===== src/rtl/thr_fe_pkg.sv =====
package thr_fe_pkg;

    localparam int XLEN        = 32;
    localparam int LINE_WORDS  = 4;
    localparam int NUM_REGS    = 32;
    localparam int IMM_W       = 13;
    localparam int BYTE_OFF_W  = $clog2(XLEN / 8);
    localparam int WIDX_W      = $clog2(LINE_WORDS);
    localparam int OFF_W       = WIDX_W + BYTE_OFF_W;
    localparam int TAG_W       = XLEN - OFF_W;
    localparam int LINE_BITS   = XLEN * LINE_WORDS;
    localparam int REG_W       = $clog2(NUM_REGS);

    typedef enum logic [3:0] {
        OP_NOP   = 4'd0,
        OP_ALU   = 4'd1,
        OP_ALUI  = 4'd2,
        OP_STORE = 4'd3,
        OP_JMP   = 4'd4
    } opcode_e;

    typedef struct packed {
        logic [3:0]       op;
        logic [REG_W-1:0] rd;
        logic [REG_W-1:0] rs1;
        logic [REG_W-1:0] rs2;
        logic [IMM_W-1:0] imm;
    } instr_t;

    typedef struct packed {
        logic use_rs1;
        logic use_rs2;
        logic wr_rd;
        logic is_jump;
    } dec_ctl_t;

    typedef struct packed {
        logic [XLEN-1:0] pc;
        instr_t          ins;
    } issue_pkt_t;

    function automatic dec_ctl_t decode_ctl(input instr_t ins);
        dec_ctl_t c;
        c = '0;
        case (ins.op)
            4'(OP_ALU):   begin c.use_rs1 = 1'b1; c.use_rs2 = 1'b1; c.wr_rd = 1'b1; end
            4'(OP_ALUI):  begin c.use_rs1 = 1'b1; c.wr_rd = 1'b1; end
            4'(OP_STORE): begin c.use_rs1 = 1'b1; c.use_rs2 = 1'b1; end
            4'(OP_JMP):   c.is_jump = 1'b1;
            default:      c = '0;
        endcase
        return c;
    endfunction

    function automatic logic [XLEN-1:0] jump_target(input logic [XLEN-1:0] pc,
                                                    input logic [IMM_W-1:0] imm);
        logic [XLEN-1:0] offs;
        offs = {{(XLEN-IMM_W-BYTE_OFF_W){imm[IMM_W-1]}}, imm, {BYTE_OFF_W{1'b0}}};
        return pc + offs;
    endfunction

endpackage


===== src/rtl/thr_fe_linebuf.sv =====
module thr_fe_linebuf
    import thr_fe_pkg::*;
(
    input  logic                 clk,
    input  logic                 rst,
    input  logic [XLEN-1:0]      rst_pc,
    input  logic                 rsp_valid,
    input  logic [LINE_BITS-1:0] rsp_line,
    input  logic                 advance,
    input  logic                 redirect,
    input  logic [XLEN-1:0]      redirect_pc,
    output logic                 req_valid,
    output logic [XLEN-1:0]      req_addr,
    output logic                 word_valid,
    output logic [XLEN-1:0]      word_data,
    output logic [XLEN-1:0]      word_pc
);

    localparam logic [WIDX_W-1:0] LAST_IDX = WIDX_W'(LINE_WORDS - 1);

    logic [LINE_BITS-1:0] line_q;
    logic                 line_vld_q;
    logic                 req_pend_q;
    logic [TAG_W-1:0]     req_tag_q;
    logic [TAG_W-1:0]     cur_tag_q;
    logic [WIDX_W-1:0]    widx_q;
    logic [XLEN-1:0]      words [LINE_WORDS];

    for (genvar k = 0; k < LINE_WORDS; k++) begin : g_word
        assign words[k] = line_q[k*XLEN +: XLEN];
    end

    always_ff @(posedge clk) begin
        if (rst) begin
            line_q     <= '0;
            line_vld_q <= 1'b0;
            req_pend_q <= 1'b1;
            req_tag_q  <= rst_pc[XLEN-1:OFF_W];
            cur_tag_q  <= '0;
            widx_q     <= rst_pc[OFF_W-1:BYTE_OFF_W];
        end else if (req_pend_q && rsp_valid) begin
            line_q     <= rsp_line;
            line_vld_q <= 1'b1;
            req_pend_q <= 1'b0;
            cur_tag_q  <= req_tag_q;
        end else if (line_vld_q && advance) begin
            if (redirect) begin
                line_vld_q <= 1'b0;
                req_pend_q <= 1'b1;
                req_tag_q  <= redirect_pc[XLEN-1:OFF_W];
                widx_q     <= redirect_pc[OFF_W-1:BYTE_OFF_W];
            end else if (widx_q == LAST_IDX) begin
                line_vld_q <= 1'b0;
                req_pend_q <= 1'b1;
                req_tag_q  <= cur_tag_q + 1'b1;
                widx_q     <= '0;
            end else begin
                widx_q     <= widx_q + 1'b1;
            end
        end
    end

    logic unused_lowbits;
    assign unused_lowbits = ^{rst_pc[BYTE_OFF_W-1:0], redirect_pc[BYTE_OFF_W-1:0]};

    assign req_valid  = req_pend_q;
    assign req_addr   = {req_tag_q, {OFF_W{1'b0}}};
    assign word_valid = line_vld_q;
    assign word_data  = words[widx_q];
    assign word_pc    = {cur_tag_q, widx_q, {BYTE_OFF_W{1'b0}}};


    req_vs_line_chk: assert property (@(posedge clk) disable iff (rst)
        req_valid |-> !word_valid);

endmodule


===== src/rtl/thr_fe_scoreboard.sv =====
module thr_fe_scoreboard
    import thr_fe_pkg::*;
(
    input  logic             clk,
    input  logic             rst,
    input  logic [REG_W-1:0] rd_a,
    input  logic [REG_W-1:0] rd_b,
    output logic             busy_a,
    output logic             busy_b,
    input  logic             set_en,
    input  logic [REG_W-1:0] set_reg,
    input  logic             clr0_en,
    input  logic [REG_W-1:0] clr0_reg,
    input  logic             clr1_en,
    input  logic [REG_W-1:0] clr1_reg
);

    logic [NUM_REGS-1:0] busy_vec;

    for (genvar r = 0; r < NUM_REGS; r++) begin : g_reg
        if (r == 0) begin : g_zero
            assign busy_vec[r] = 1'b0;
        end else begin : g_bit
            logic bit_q;
            logic set_hit;
            logic clr_hit;

            assign set_hit = set_en && (set_reg == REG_W'(r));
            assign clr_hit = (clr0_en && (clr0_reg == REG_W'(r))) ||
                             (clr1_en && (clr1_reg == REG_W'(r)));

            always_ff @(posedge clk) begin
                if (rst)          bit_q <= 1'b0;
                else if (set_hit) bit_q <= 1'b1;
                else if (clr_hit) bit_q <= 1'b0;
            end

            assign busy_vec[r] = bit_q;


            set_beats_clear_chk: assert property (@(posedge clk) disable iff (rst)
                (set_hit && clr_hit) |=> busy_vec[r]);


            clear_takes_chk: assert property (@(posedge clk) disable iff (rst)
                (clr_hit && !set_hit) |=> !busy_vec[r]);
        end
    end

    assign busy_a = busy_vec[rd_a];
    assign busy_b = busy_vec[rd_b];

endmodule


===== src/rtl/thr_fe_issue_q.sv =====
module thr_fe_issue_q
    import thr_fe_pkg::*;
(
    input  logic       clk,
    input  logic       rst,
    input  logic       load,
    input  issue_pkt_t load_pkt,
    output logic       free,
    output logic       out_valid,
    input  logic       out_ready,
    output issue_pkt_t out_pkt
);

    logic       vld_q;
    issue_pkt_t pkt_q;

    always_ff @(posedge clk) begin
        if (rst)            vld_q <= 1'b0;
        else if (load)      vld_q <= 1'b1;
        else if (out_ready) vld_q <= 1'b0;
    end

    always_ff @(posedge clk) begin
        if (load) pkt_q <= load_pkt;
    end

    assign free      = !vld_q || out_ready;
    assign out_valid = vld_q;
    assign out_pkt   = pkt_q;


    hold_entry_chk: assert property (@(posedge clk) disable iff (rst)
        (out_valid && !out_ready) |=> (out_valid && $stable(out_pkt)));

endmodule


===== src/rtl/thr_frontend.sv =====
module thr_frontend
    import thr_fe_pkg::*;
(
    input  logic                 clk,
    input  logic                 rst,
    input  logic [XLEN-1:0]      rst_pc,
    output logic                 fetch_req_valid,
    output logic [XLEN-1:0]      fetch_req_addr,
    input  logic                 fetch_rsp_valid,
    input  logic [LINE_BITS-1:0] fetch_rsp_line,
    output logic                 iss_valid,
    input  logic                 iss_ready,
    output logic [XLEN-1:0]      iss_pc,
    output logic [XLEN-1:0]      iss_instr,
    input  logic                 wb0_valid,
    input  logic [REG_W-1:0]     wb0_reg,
    input  logic                 wb1_valid,
    input  logic [REG_W-1:0]     wb1_reg
);

    logic            word_valid;
    logic [XLEN-1:0] word_data;
    logic [XLEN-1:0] word_pc;
    instr_t          cur;
    dec_ctl_t        ctl;
    logic            busy_a, busy_b;
    logic            srcs_ok;
    logic            q_free;
    logic            jump_go, issue_go, advance;
    logic [XLEN-1:0] target_pc;
    logic            set_en;
    issue_pkt_t      new_pkt, out_pkt;

    assign cur       = instr_t'(word_data);
    assign ctl       = decode_ctl(cur);
    assign srcs_ok   = !(ctl.use_rs1 && busy_a) && !(ctl.use_rs2 && busy_b);
    assign jump_go   = word_valid && ctl.is_jump;
    assign issue_go  = word_valid && !ctl.is_jump && srcs_ok && q_free;
    assign advance   = jump_go || issue_go;
    assign target_pc = jump_target(word_pc, cur.imm);
    assign set_en    = issue_go && ctl.wr_rd && (cur.rd != '0);
    assign new_pkt   = '{pc: word_pc, ins: cur};

    thr_fe_linebuf u_linebuf (
        .clk         (clk),
        .rst         (rst),
        .rst_pc      (rst_pc),
        .rsp_valid   (fetch_rsp_valid),
        .rsp_line    (fetch_rsp_line),
        .advance     (advance),
        .redirect    (jump_go),
        .redirect_pc (target_pc),
        .req_valid   (fetch_req_valid),
        .req_addr    (fetch_req_addr),
        .word_valid  (word_valid),
        .word_data   (word_data),
        .word_pc     (word_pc)
    );

    thr_fe_scoreboard u_sb (
        .clk      (clk),
        .rst      (rst),
        .rd_a     (cur.rs1),
        .rd_b     (cur.rs2),
        .busy_a   (busy_a),
        .busy_b   (busy_b),
        .set_en   (set_en),
        .set_reg  (cur.rd),
        .clr0_en  (wb0_valid),
        .clr0_reg (wb0_reg),
        .clr1_en  (wb1_valid),
        .clr1_reg (wb1_reg)
    );

    thr_fe_issue_q u_iq (
        .clk       (clk),
        .rst       (rst),
        .load      (issue_go),
        .load_pkt  (new_pkt),
        .free      (q_free),
        .out_valid (iss_valid),
        .out_ready (iss_ready),
        .out_pkt   (out_pkt)
    );

    assign iss_pc    = out_pkt.pc;
    assign iss_instr = out_pkt.ins;


    decode_stall_chk: assert property (@(posedge clk) disable iff (rst)
        (word_valid && !advance) |=> (word_valid && $stable(word_pc) && $stable(word_data)));

endmodule


===== config.mk =====
export PLATFORM = sky130hd
export DESIGN_NAME = thr_frontend
export DESIGN_NICKNAME = d
export VERILOG_FILES = /design/src/rtl/thr_fe_pkg.sv /design/src/rtl/thr_fe_linebuf.sv /design/src/rtl/thr_fe_scoreboard.sv /design/src/rtl/thr_fe_issue_q.sv /design/src/rtl/thr_frontend.sv
export SDC_FILE = /design/constraint.sdc
export NUM_CORES = 1
export LEC_CHECK = 0
export BUFFER_PORTS_ARGS = -buffer_cell sky130_fd_sc_hd__buf_2
export CAP_MARGIN = 25
export CORE_UTILIZATION = 40
export DETAILED_ROUTE_END_ITERATION = 10
export HOLD_SLACK_MARGIN = 0.05
export PLACE_DENSITY_LB_ADDON = 0.08
export SLEW_MARGIN = 15
export SYNTH_ARGS = -nofsm -noshare
export SYNTH_HDL_FRONTEND = slang
export SYNTH_SLANG_ARGS = --single-unit

===== constraint.sdc =====
create_clock -name clk -period 10 [get_ports clk]
set_clock_uncertainty 0.1 [all_clocks]
set_input_delay 1.5 -clock clk [delete_from_list [all_inputs] [get_ports clk]]
set_output_delay 1.5 -clock clk [all_outputs]
set_load 0.02 [all_outputs]

Word-level counts from Yosys, hierarchy flattened
Index checks and enable logic that the tools add are counted.
{"block": "classes", "add_sub_neg": 3, "n_lt_le_gt_ge": 3, "eq_ne": 99, "n_mux": 93, "bitwise_logic": 1, "reduce_logical": 184}
{"op": "5-bit equality test (second input constant)", "n": 48}
{"op": "28-bit 2-to-1 mux", "n": 5}
{"op": "5-bit by 4-bit equality test with 1-bit output (second input constant)", "n": 24}
{"op": "1-bit logical AND", "n": 104}
{"op": "1-bit 2-to-1 mux", "n": 78}
{"op": "2-bit nonzero test", "n": 34}
{"op": "32-bit binary-select mux with 2-bit select", "n": 1}
{"op": "32-bit 2-to-1 mux", "n": 2}
{"op": "5-bit by 3-bit equality test with 1-bit output (second input constant)", "n": 12}
{"op": "1-bit logical OR", "n": 33}
{"op": "32-bit adder", "n": 1}
{"op": "5-bit by 2-bit equality test with 1-bit output (second input constant)", "n": 6}
{"op": "28-bit by 1-bit adder with 28-bit output (second input constant)", "n": 1}
{"op": "5-bit by 1-bit equality test with 1-bit output (second input constant)", "n": 3}
{"op": "5-bit by 6-bit less-than comparator with 1-bit output (second input constant)", "n": 2}
{"op": "1-bit binary-select mux with 5-bit select", "n": 2}
{"op": "2-bit 2-to-1 mux", "n": 5}
{"op": "4-bit by 2-bit equality test with 1-bit output (second input constant)", "n": 2}
{"op": "3-bit nonzero test", "n": 2}
{"op": "5-bit nonzero test", "n": 1}
{"op": "4-bit by 1-bit equality test with 1-bit output (second input constant)", "n": 1}
{"op": "4-bit by 3-bit equality test with 1-bit output (second input constant)", "n": 1}
{"op": "1-bit logical NOT", "n": 4}
{"op": "2-bit AND reduction", "n": 2}
{"op": "other kinds (8)", "n": 9}
{"block": "word_totals", "reg_bits": 282}

Longest topological paths before layout
Gate-level depths: netlist (run 1).
{"block": "depth", "depth_word": 17, "depth_mapped": 15, "ltp_nobuf": 11}

By module
From an unflattened synthesis (run 1), not the netlist that was laid out.
{"block": "hier_totals", "cells_unflattened": 1525, "hier_area_um2": 14196.1}
{"mod": "thr_fe_linebuf", "n_inst": 1, "cells_each": 937, "area_per_inst_um2": 8151.6, "seq_area_each_um2": 4063.9}
{"mod": "thr_fe_scoreboard", "n_inst": 1, "cells_each": 254, "area_per_inst_um2": 2183.3, "seq_area_each_um2": 620.6}
{"mod": "thr_fe_issue_q", "n_inst": 1, "cells_each": 68, "area_per_inst_um2": 1968.1, "seq_area_each_um2": 1941.9}
{"mod": "thr_frontend", "n_inst": 1, "cells_each": 266, "area_per_inst_um2": 1893.1, "seq_area_each_um2": 0.0}

Least setup slack after synthesis (run 1)
No wires, ideal clock.
{"block": "synth_path", "kind": "reg2reg", "startpoint": "register u_linebuf.widx_q[0]", "endpoint": "register u_linebuf.req_tag_q[0] (enable)", "setup_time_ns": 0.389, "arrival_time_ns": 5.408, "setup_slack_ns": 4.102, "stages_incl_launch_ff": 11, "path_buffers": 2, "synth_period_minus_slack_ns": 5.898, "cell_sequence": "edfxtp_1 buf_6 mux4_2 buf_2 mux2_1 a32o_1 o31ai_1 nor4_1 nor4_4 and2_1 o31a_1"}
{"item": "from (decl)", "line_no": "thr_fe_linebuf.sv:26", "rtl": "logic [WIDX_W-1:0] widx_q;"}
{"item": "from (signal assigned)", "line_no": "thr_fe_linebuf.sv:40", "rtl": "widx_q <= rst_pc[OFF_W-1:BYTE_OFF_W];"}
{"item": "from (signal assigned)", "line_no": "thr_fe_linebuf.sv:51", "rtl": "widx_q <= redirect_pc[OFF_W-1:BYTE_OFF_W];"}
{"item": "from (signal assigned)", "line_no": "thr_fe_linebuf.sv:58", "rtl": "widx_q <= widx_q + 1'b1;"}
{"item": "to (signal assigned)", "line_no": "thr_fe_linebuf.sv:38", "rtl": "req_tag_q <= rst_pc[XLEN-1:OFF_W];"}
{"item": "to (signal assigned)", "line_no": "thr_fe_linebuf.sv:50", "rtl": "req_tag_q <= redirect_pc[XLEN-1:OFF_W];"}
{"item": "to (signal assigned)", "line_no": "thr_fe_linebuf.sv:55", "rtl": "req_tag_q <= cur_tag_q + 1'b1;"}
{"item": "to (decl)", "line_no": "thr_fe_linebuf.sv:24", "rtl": "logic [TAG_W-1:0] req_tag_q;"}

Worst setup path in the final report (run 1)
{"block": "layout_path", "startpoint": "register u_linebuf.widx_q[0]", "endpoint": "register u_sb.g_reg[6].g_bit.bit_q"}
{"block": "layout_via", "elab_chain_cells": 16, "elab_cells_between_ends": 35}
{"item": "2-bit NOT with 3-bit output (implied by the code) (*)", "line_no": "thr_fe_linebuf.sv:69", "rtl": "assign word_data = words[widx_q];"}
{"item": "32-bit binary-select mux with 2-bit select (*)", "line_no": "thr_fe_linebuf.sv:69"}
{"item": "32-bit 2-to-1 mux (implied by the code) (*) (2 in a row)", "line_no": "thr_fe_linebuf.sv:69"}
{"item": "branches (longest 6 deep; another with 1-bit binary-select mux with 5-bit select)"}
{"item": "1-bit logical AND (*) (2 in a row)", "line_no": "thr_frontend.sv:38", "rtl": "assign issue_go = word_valid && !ctl.is_jump && srcs_ok && q_free;"}
{"item": "named net issue_go", "line_no": "thr_frontend.sv:29", "rtl": "logic jump_go, issue_go, advance;"}
{"item": "1-bit logical AND (*) (2 in a row)", "line_no": "thr_frontend.sv:41", "rtl": "assign set_en = issue_go && ctl.wr_rd && (cur.rd != '0);"}
{"item": "1-bit logical AND (*)", "line_no": "thr_fe_scoreboard.sv:28", "rtl": "assign set_hit = set_en && (set_reg == REG_W'(r));"}
{"item": "1-bit 2-to-1 mux / 2-bit nonzero test (equally long branches)"}
{"item": "to (signal assigned)", "line_no": "thr_fe_scoreboard.sv:33", "rtl": "if (rst) bit_q <= 1'b0;"}
{"item": "to (signal assigned)", "line_no": "thr_fe_scoreboard.sv:34", "rtl": "else if (set_hit) bit_q <= 1'b1;"}
{"item": "to (signal assigned)", "line_no": "thr_fe_scoreboard.sv:35", "rtl": "else if (clr_hit) bit_q <= 1'b0;"}
{"item": "to (decl)", "line_no": "thr_fe_scoreboard.sv:24", "rtl": "logic bit_q;"}
Mark *: on every way through the listed nets, which the timed path passes. The select of a mux whose other input is x is not followed.
A chain may end at the register's enable or synchronous reset.

==> results of run 1 <==
[state kept, by name, indices dropped and copies added, names as in the netlist]
signal                count
u_iq.out_pkt             62
u_iq.out_valid            1
u_linebuf.cur_tag_q      28
u_linebuf.line_q        128
u_linebuf.req_tag_q      28
u_linebuf.req_valid       1
u_linebuf.widx_q          2
u_linebuf.word_valid      1
u_sb.g.g_bit.bit_q       31
[per-layer routing]
layer / vias up / share of wire
met5: - / 0.0018
li1: 5824 / -
met3: 59 / 0.075
met2: 379 / 0.43
met1: 5621 / 0.48
met4: 12 / 0.017
[synth_stat cells (all sizes together), types with 3 or more instances]
| cell | n |
|---|---|
| o22ai | 9 |
| a311oi | 3 |
| nand4 | 13 |
| and2 | 7 |
| and3 | 10 |
| mux2i | 33 |
| nand2 | 378 |
| o2111ai | 6 |
| o211ai | 5 |
| nand3 | 55 |
| a22oi | 23 |
| dfxtp | 190 |
| nor2b | 13 |
| a31oi | 6 |
| nand2b | 13 |
| and4 | 5 |
| o21a | 9 |
| or2 | 6 |
| inv | 14 |
| a21oi | 188 |
| xnor2 | 21 |
| nor3 | 17 |
| xor2 | 25 |
| mux4 | 34 |
| o21ai | 53 |
| a211oi | 7 |
| buf | 24 |
| mux2 | 8 |
| ha | 31 |
| nor2 | 58 |
| o31ai | 15 |
| nor4 | 7 |
| edfxtp | 92 |
| a31o | 3 |
| a21o | 14 |
| or3 | 4 |
| clkbuf | 74 |
[worst register-to-register path: stages, from the launching register on]
cell and delay (ns):
edfxtp_1 0.32, buf_4 0.56, mux4_2 0.87, mux4_2 0.53
mux2_2 0.29, nor3b_2 0.15, nor4_1 0.11, nor4_4 0.36
buf_4 0.79, nand3_2 0.59, o31ai_1 0.38
[metrics by stage]
| stage | total power [mW] | hold WS, ns | instances | utilization |
|---|---|---|---|---|
| after CTS | 3.08 | 0.351 | 2201 | 0.490 |
| final | 3.05 | 0.350 | 2209 | 0.491 |
| after detailed placement | 1.88 | 0.343 | 2139 | 0.457 |
| after floorplan | 1.70 | 0.333 | 1512 | - |
| after global placement | 1.87 | 0.339 | 2139 | 0.457 |
| after global routing | 3.18 | 0.369 | 2203 | 0.491 |
[power groups by stage]
| stage | Combinational [mW] | Clock, mW | Sequential (mW) |
|---|---|---|---|
| 2_1_floorplan | 0.298 | 0 | 1.40 |
| 3_3_place_gp | 0.512 | 0 | 1.36 |
| 3_5_place_dp | 0.518 | 0 | 1.36 |
| 4_1_cts | 0.519 | 1.22 | 1.34 |
| 5_1_grt | 0.569 | 1.27 | 1.35 |
| 6_report | 0.517 | 1.19 | 1.34 |
[area by class of cell]
type / count / area, µm² / share of cell area
multi-input cells: 1118 / 6840 / 0.412
flip-flops and latches: 282 / 6570 / 0.396
repair buffers: 279 / 1460 / 0.0881
clock buffers: 42 / 922 / 0.0556
well taps: 448 / 561 / 0.0338
clock inverters: 20 / 174 / 0.0105
inverters: 14 / 52.6 / 0.00317
diodes: 6 / 15.0 / 0.000905
[worst min path at each step]
stage                                    start                   end  slack, ns
after floorplan           u_linebuf.line_q[87]  u_linebuf.line_q[87]       0.33
after global placement    u_linebuf.line_q[10]  u_linebuf.line_q[10]       0.34
after detailed placement  u_linebuf.line_q[88]  u_linebuf.line_q[88]       0.34
after CTS                 u_linebuf.line_q[88]  u_linebuf.line_q[88]       0.35
after global routing      u_linebuf.line_q[17]  u_linebuf.line_q[17]       0.37
final                     u_linebuf.line_q[71]  u_linebuf.line_q[71]       0.35
[cell families after synthesis]
group,count (synthesis),share of synthesized area
AND/OR/NAND/NOR,595,0.188
AO/OA/AOI/OAI,364,0.160
flip-flops,282,0.474
buffers and inverters,112,0.0336
multiplexers,75,0.0857
XOR/XNOR,46,0.0291
adder cells (fa/ha/maj),32,0.0295
other,1,0.000271
==> metrics.yaml, run 1 <==
status: "finished, final reports clean"
pin_count_of_the_biggest_net_entering_global_routing: 107
r2r-start: "u_linebuf.widx_q[0]"
cellLeakagePower_nw: 6.58
grt_antenna_before_repair: 12
syn-cell-area_um2: 13800
power_density_nw_per_um2: 184
ff2ff_setup_slack_ns: 4.83
synthesis.area_per_instance_um2: 9.19
detailed_place.area_um2: 15400
clock_root_buffer_master: "clkbuf_16"
post_cts_hold_buffer_count: 0
route.final.wire_length_um: 40200
worstSetupStartpointType: "flop"
layout_min_cycle_time_ns: 5.17
rsz0062_at_grt: "false"
sw_frac_of_total: 0.284
internal_power_mw: 2.18
netlist_top_cells_area: "dfxtp_1 (27%), edfxtp_1 (20%), nand2_1 (10%)"
fill_cells: 3276
fp-row-count: 67
cts_tree: "done"
worst_r2r_path_depth: 10
finalSetupViolations: 0
postSynthCellCount: 1507
timing_worst_slew_pin_value_ns: 0.922
critical_path.endpoint: "u_sb.g_reg[6].g_bit.bit_q"
hold_viol: 0
core_area_um2: 33800
post_cts_resize_count: 0
worstPathArrival_ns: 5.48
critical_path_class: "flop to flop"
area_delta_synth_final_pct: 19.9
synthArstFlopShare: 0
path_clk_slew_ns: 0.06
synth-warning-count: 0
cpPeakStageDelay_ns: 0.83
cp_required_ns: 10.31
synth-seq-area-share: 0.474
layout-drive-gt1-share: 0.224
dp_worst_setup_slack_ns: 4.78
routed-via-count: 11900
worstSetupEndpointType: "flop"
power.sequential.fraction: 0.439
layout.cells.most_common: "nand2_1"
vias_in_the_first_global_route: 11300
detailedRoute.firstPassIterationCount: 5
post-synth-top-area-fraction: 0.275
grt.overflow.total: 0
report.final.slew_viol_count: 0
fin_tns_setup_ns: 0
drt-initial-drc-count: 795
cts_inserted_buffers: 34
final_nets: 1937
clkPwrFrac: 0.392
critical-path-top-delay-family: "multiplexers"
post-route-period-util: 0.517
fp.dieH_um: 188
reg2reg_to: "u_sb.g_reg[6].g_bit.bit_q"
start_util: 0.410
gr-usage-all-layers: 0.223
unique_cell_type_count_in_the_yosys_netlist: 74
timing.critical_path.depth: 10
synthFlopType: "dfxtp_1"
globalRouteMet2Util: 0.334
design.portCount: 274
die_x_um: 188
max_clock_freq_mhz: 193
htree_num_levels: 2
die_area_um2: 35400
remaining_drc_errors: 0
worstSkewPairLatency_ns: 0.52
instance_count_along_the_most_critical_hold_path: 2
crit_path_top_delay_cell: "mux4_2"
first_pass_grt_wire_length_um: 62300
detail_route.wl_per_cell_um: 18.2
globalRoute.busiestLayer: "met2"
timing.max_cap.violations: 0
final_antenna_net_count: 0
power.share.combinational: 0.170
vdd_drop_max_mv: 0.127
place.gp.congestion: 0.834
finalInstanceArea_um2: 16600
number_of_enable_type_register_cells_in_the_synthesized_netlist: 92
crit_chain: "buf_4 > mux4_2 > mux4_2 > mux2_2 > nor3b_2 > nor4_1 > nor4_4 > buf_4 > nand3_2 > o31ai_1"
worst_setup_path_startpoint: "u_linebuf.widx_q[0]"
cp.buffers_inverters: 2
hold_path_class: "flop to flop"
grtUsageMet1: 0.321
cts_max_path_buffers: 3
hpwlAfterDp_um: 28100
setup_ws_ns: 4.83
portBuffers: 265
most-common-layout-cells: "nand2_1 (377), buf_2 (264), dfxtp_1 (190)"
crit_path_max_fanout: 66
power.net_switching_mw: 0.866
numClockSinks: 282
synth_top_area_cell: "dfxtp_1"
synth.ff_latch_count: 282
cts_setup_buffers: 0
use_met3: 0.0556
detail_routed_via_count_per_cell: 5.38
maxSlewHeadroom: 0.385
No activity file was read; power rests on OpenSTA's default activity.
==> inputs of run 2 (changes only) <==
--- a/config.mk
+++ b/config.mk
@@ -5,6 +5,7 @@
 export SDC_FILE = /design/constraint.sdc
 export NUM_CORES = 1
 export LEC_CHECK = 0
+export ABC_AREA = 1
 export BUFFER_PORTS_ARGS = -buffer_cell sky130_fd_sc_hd__buf_2
 export CAP_MARGIN = 25
 export CORE_UTILIZATION = 40
==> constraint.sdc (replaced) <==
create_clock -name clk -period 5.36 [get_ports clk]
set_clock_uncertainty 0.1 [all_clocks]
set_input_delay 0.804 -clock clk [delete_from_list [all_inputs] [get_ports clk]]
set_output_delay 0.804 -clock clk [all_outputs]
set_load 0.02 [all_outputs]
==> metrics.yaml, run 2 <==
fp.dieH_um: 195  # +3.8%
cts_setup_buffers: 0  # unchanged
fill_cells: 3734  # +14%
hold_path_class: "flop to flop"
worstSetupEndpointType: "flop"
cp_required_ns: 5.52  # -4.79 ns
dp_worst_setup_slack_ns: 1.17  # -3.61 ns
final_core_utilization: 0.477  # -0.0141
number_of_enable_type_register_cells_in_the_synthesized_netlist: 92  # unchanged
critPathMostFrequentCell: "nand2_1"
final_nets: 2350  # +21%
grt_antenna_before_repair: 8  # -4
post-route-period-util: 0.786  # +0.268
layout.cells.most_common: "nor2_1"
grt.overflow.total: 0  # unchanged
remaining_drc_errors: 0  # unchanged
worstSetupStartpointType: "flop"
clock_root_buffer_master: "clkbuf_16"
cpPeakStageDelay_ns: 0.63  # -0.20 ns
maxSlewHeadroom: 0.433  # +0.0483
synthFlopType: "dfxtp_1"
detail_route.wl_per_cell_um: 18.5  # +2.0%
first_pass_grt_wire_length_um: 75600  # +21%
critical_path_class: "flop to flop"
post_cts_resize_count: 0  # unchanged
start_util: 0.407  # -0.00322
worstSkewPairLatency_ns: 0.52  # about the same
synth-seq-area-share: 0.440  # -0.0342
final-seq-area_um2: 6570  # unchanged
timing_worst_slew_pin_value_ns: 0.850  # -0.0724 ns
design.portCount: 274  # unchanged
fp-row-count: 70  # +4.5%
finalInstanceArea_um2: 17500  # +5.5%
detail_routed_via_count_per_cell: 5.31  # -1.5%
synthesis.area_per_instance_um2: 7.73  # -16%
crit_path_top_delay_cell: "buf_4"
synth-warning-count: 0  # unchanged
most-common-layout-cells: "nor2_1 (436), nand2_1 (273), buf_2 (264)"
die_area_um2: 38100  # +7.7%
regMostFlops: "u_linebuf.line_q"
timing.max_cap.violations: 0  # unchanged
r2r-start: "u_linebuf.widx_q[0]"
portBuffers: 265  # unchanged
timing.hold.worst.start: "u_linebuf.line_q[80]"
htree_num_levels: 2  # unchanged
route.final.wire_length_um: 49000  # +22%
setup_ws_ns: 1.15  # -3.68 ns
crit_chain: "buf_4 > nand2_1 > nand3_1 > nand2_1 > inv_1 > ha_1 > a21oi_1 > o21ai_0 > o21bai_1 > nand2_1 > nand3_1 > a21oi_1 > o21ai_0 > a21oi_1 > o21ai_0 > o211ai_1 > nand2_1"
multiInputGateArea_um2: 7380  # +7.9%
cts_max_path_buffers: 3  # unchanged
final_antenna_net_count: 0  # unchanged
post-synth-top-area-fraction: 0.255  # -0.0198
layout-drive-gt1-share: 0.211  # -0.0131
unique_cell_type_count_in_the_yosys_netlist: 63  # -15%
post-place-cells: 2573  # +20%
synth.ff_latch_count: 282  # unchanged
syn-cell-area_um2: 14900  # +7.8%
rsz0062_at_grt: "false"
max_clock_freq_mhz: 237  # +23%
cellLeakagePower_nw: 7.19  # +9.2%
netlist_top_cells_area: "dfxtp_1 (25%), edfxtp_1 (19%), nor2_1 (11%)"
place.gp.congestion: 0.912  # +9.4%
power_density_nw_per_um2: 385  # +110%
drt-initial-drc-count: 949  # +19%
synth_commonest_cells: "nor2_1 (436), nand2_1 (274), o21ai_0 (212), dfxtp_1 (190), nand3_1 (134)"
detailedRoute.firstPassIterationCount: 5  # unchanged
vdd_drop_max_mv: 0.254  # +100%
synth_top_area_cell: "dfxtp_1"
cts_inserted_buffers: 34  # unchanged
core_area_um2: 36700  # +8.6%
hpwlAfterDp_um: 33900  # +20%
detailed_place.area_um2: 16400  # +6.2%
routed-via-count: 14000  # +18%
report.final.slew_viol_count: 0  # unchanged
die_x_um: 195  # +3.8%
vias_in_the_first_global_route: 13400  # +19%
post_cts_hold_buffer_count: 0  # unchanged
path_clk_slew_ns: 0.06  # about the same
sum_of_internal_switching_and_leakage_power_mw: 6.73  # +120%
largest_reg_flops: 128  # unchanged
postSynthCellCount: 1930  # +28%
crit_path_max_fanout: 67  # +1.5%
synth_most_common_cell: "nor2_1"
cts_tree: "done"
status: "finished, final reports clean"
fin_tns_setup_ns: 0  # unchanged
pin_count_of_the_biggest_net_entering_global_routing: 132  # +23%
numClockSinks: 282  # unchanged
synthArstFlopShare: 0  # unchanged
worstPathArrival_ns: 4.38  # -1.10 ns
hold_slack_ns: 0.357  # +0.00697 ns
finalSetupViolations: 0  # unchanged
hold_viol: 0  # unchanged
gr-usage-all-layers: 0.253  # +0.0302
area_delta_synth_final_pct: 17.3
worst_setup_path_startpoint: "u_linebuf.widx_q[0]"
layout_min_cycle_time_ns: 4.21  # -0.962 ns
final_standard_cell_count_with_taps_included_and_fillers_excluded: 2643  # +20%
-- run 2: kinds of logic after synthesis --
| group | Yosys count | synth area share |
|---|---|---|
| AO/OA/AOI/OAI | 434 | 0.169 |
| XOR/XNOR | 35 | 0.0205 |
| adder cells (fa/ha/maj) | 32 | 0.0273 |
| buffers and inverters | 210 | 0.0668 |
| flip-flops | 282 | 0.440 |
| other | 1 | 0.000251 |
| AND/OR/NAND/NOR | 936 | 0.276 |
-- run 2: where the power goes --
group / switching, mW / internal [mW] / leakage, nW / total (mW)
sequential: 0.123 / 2.48 / 2.45 / 2.60
clock: 0.939 / 1.29 / 0.521 / 2.23
combinational: 1.34 / 0.568 / 4.23 / 1.90
-- run 2: final timing paths --
check | end | slack (ns) | cells after the start
max | u_linebuf.req_tag_q[25] | 1.15 | 17
min | u_linebuf.line_q[80] | 0.36 | 2
max reg2reg | u_linebuf.req_tag_q[25] | 1.15 | 17
min reg2reg | u_linebuf.line_q[80] | 0.36 | 2
-- run 2: layer usage --
metal | track usage | share of wire | vias to the layer above
met5 | 0 | 0.00057 | -
met1 | 0.336 | 0.45 | 6578
met2 | 0.418 | 0.47 | 423
met3 | 0.0396 | 0.054 | 89
li1 | - | - | 6928
met4 | 0.0872 | 0.031 | 4
-- run 2: final cells by class --
cell class / instances / share of cell area
flip-flops and latches: 282 / 0.375
repair buffers: 283 / 0.0864
well taps: 468 / 0.0335
clock buffers: 48 / 0.0540
diodes: 7 / 0.00100
clock inverters: 14 / 0.00672
multi-input cells: 1443 / 0.422
inverters: 98 / 0.0215
-- run 2: worst max-delay path: cells and delay by family (launching register included) --
kind	cells	cell delay (ns)
compound gates	8	1.22
buf+inv	2	1.17
simple gates	6	0.69
fa+ha+maj	1	0.41
flops	1	0.36
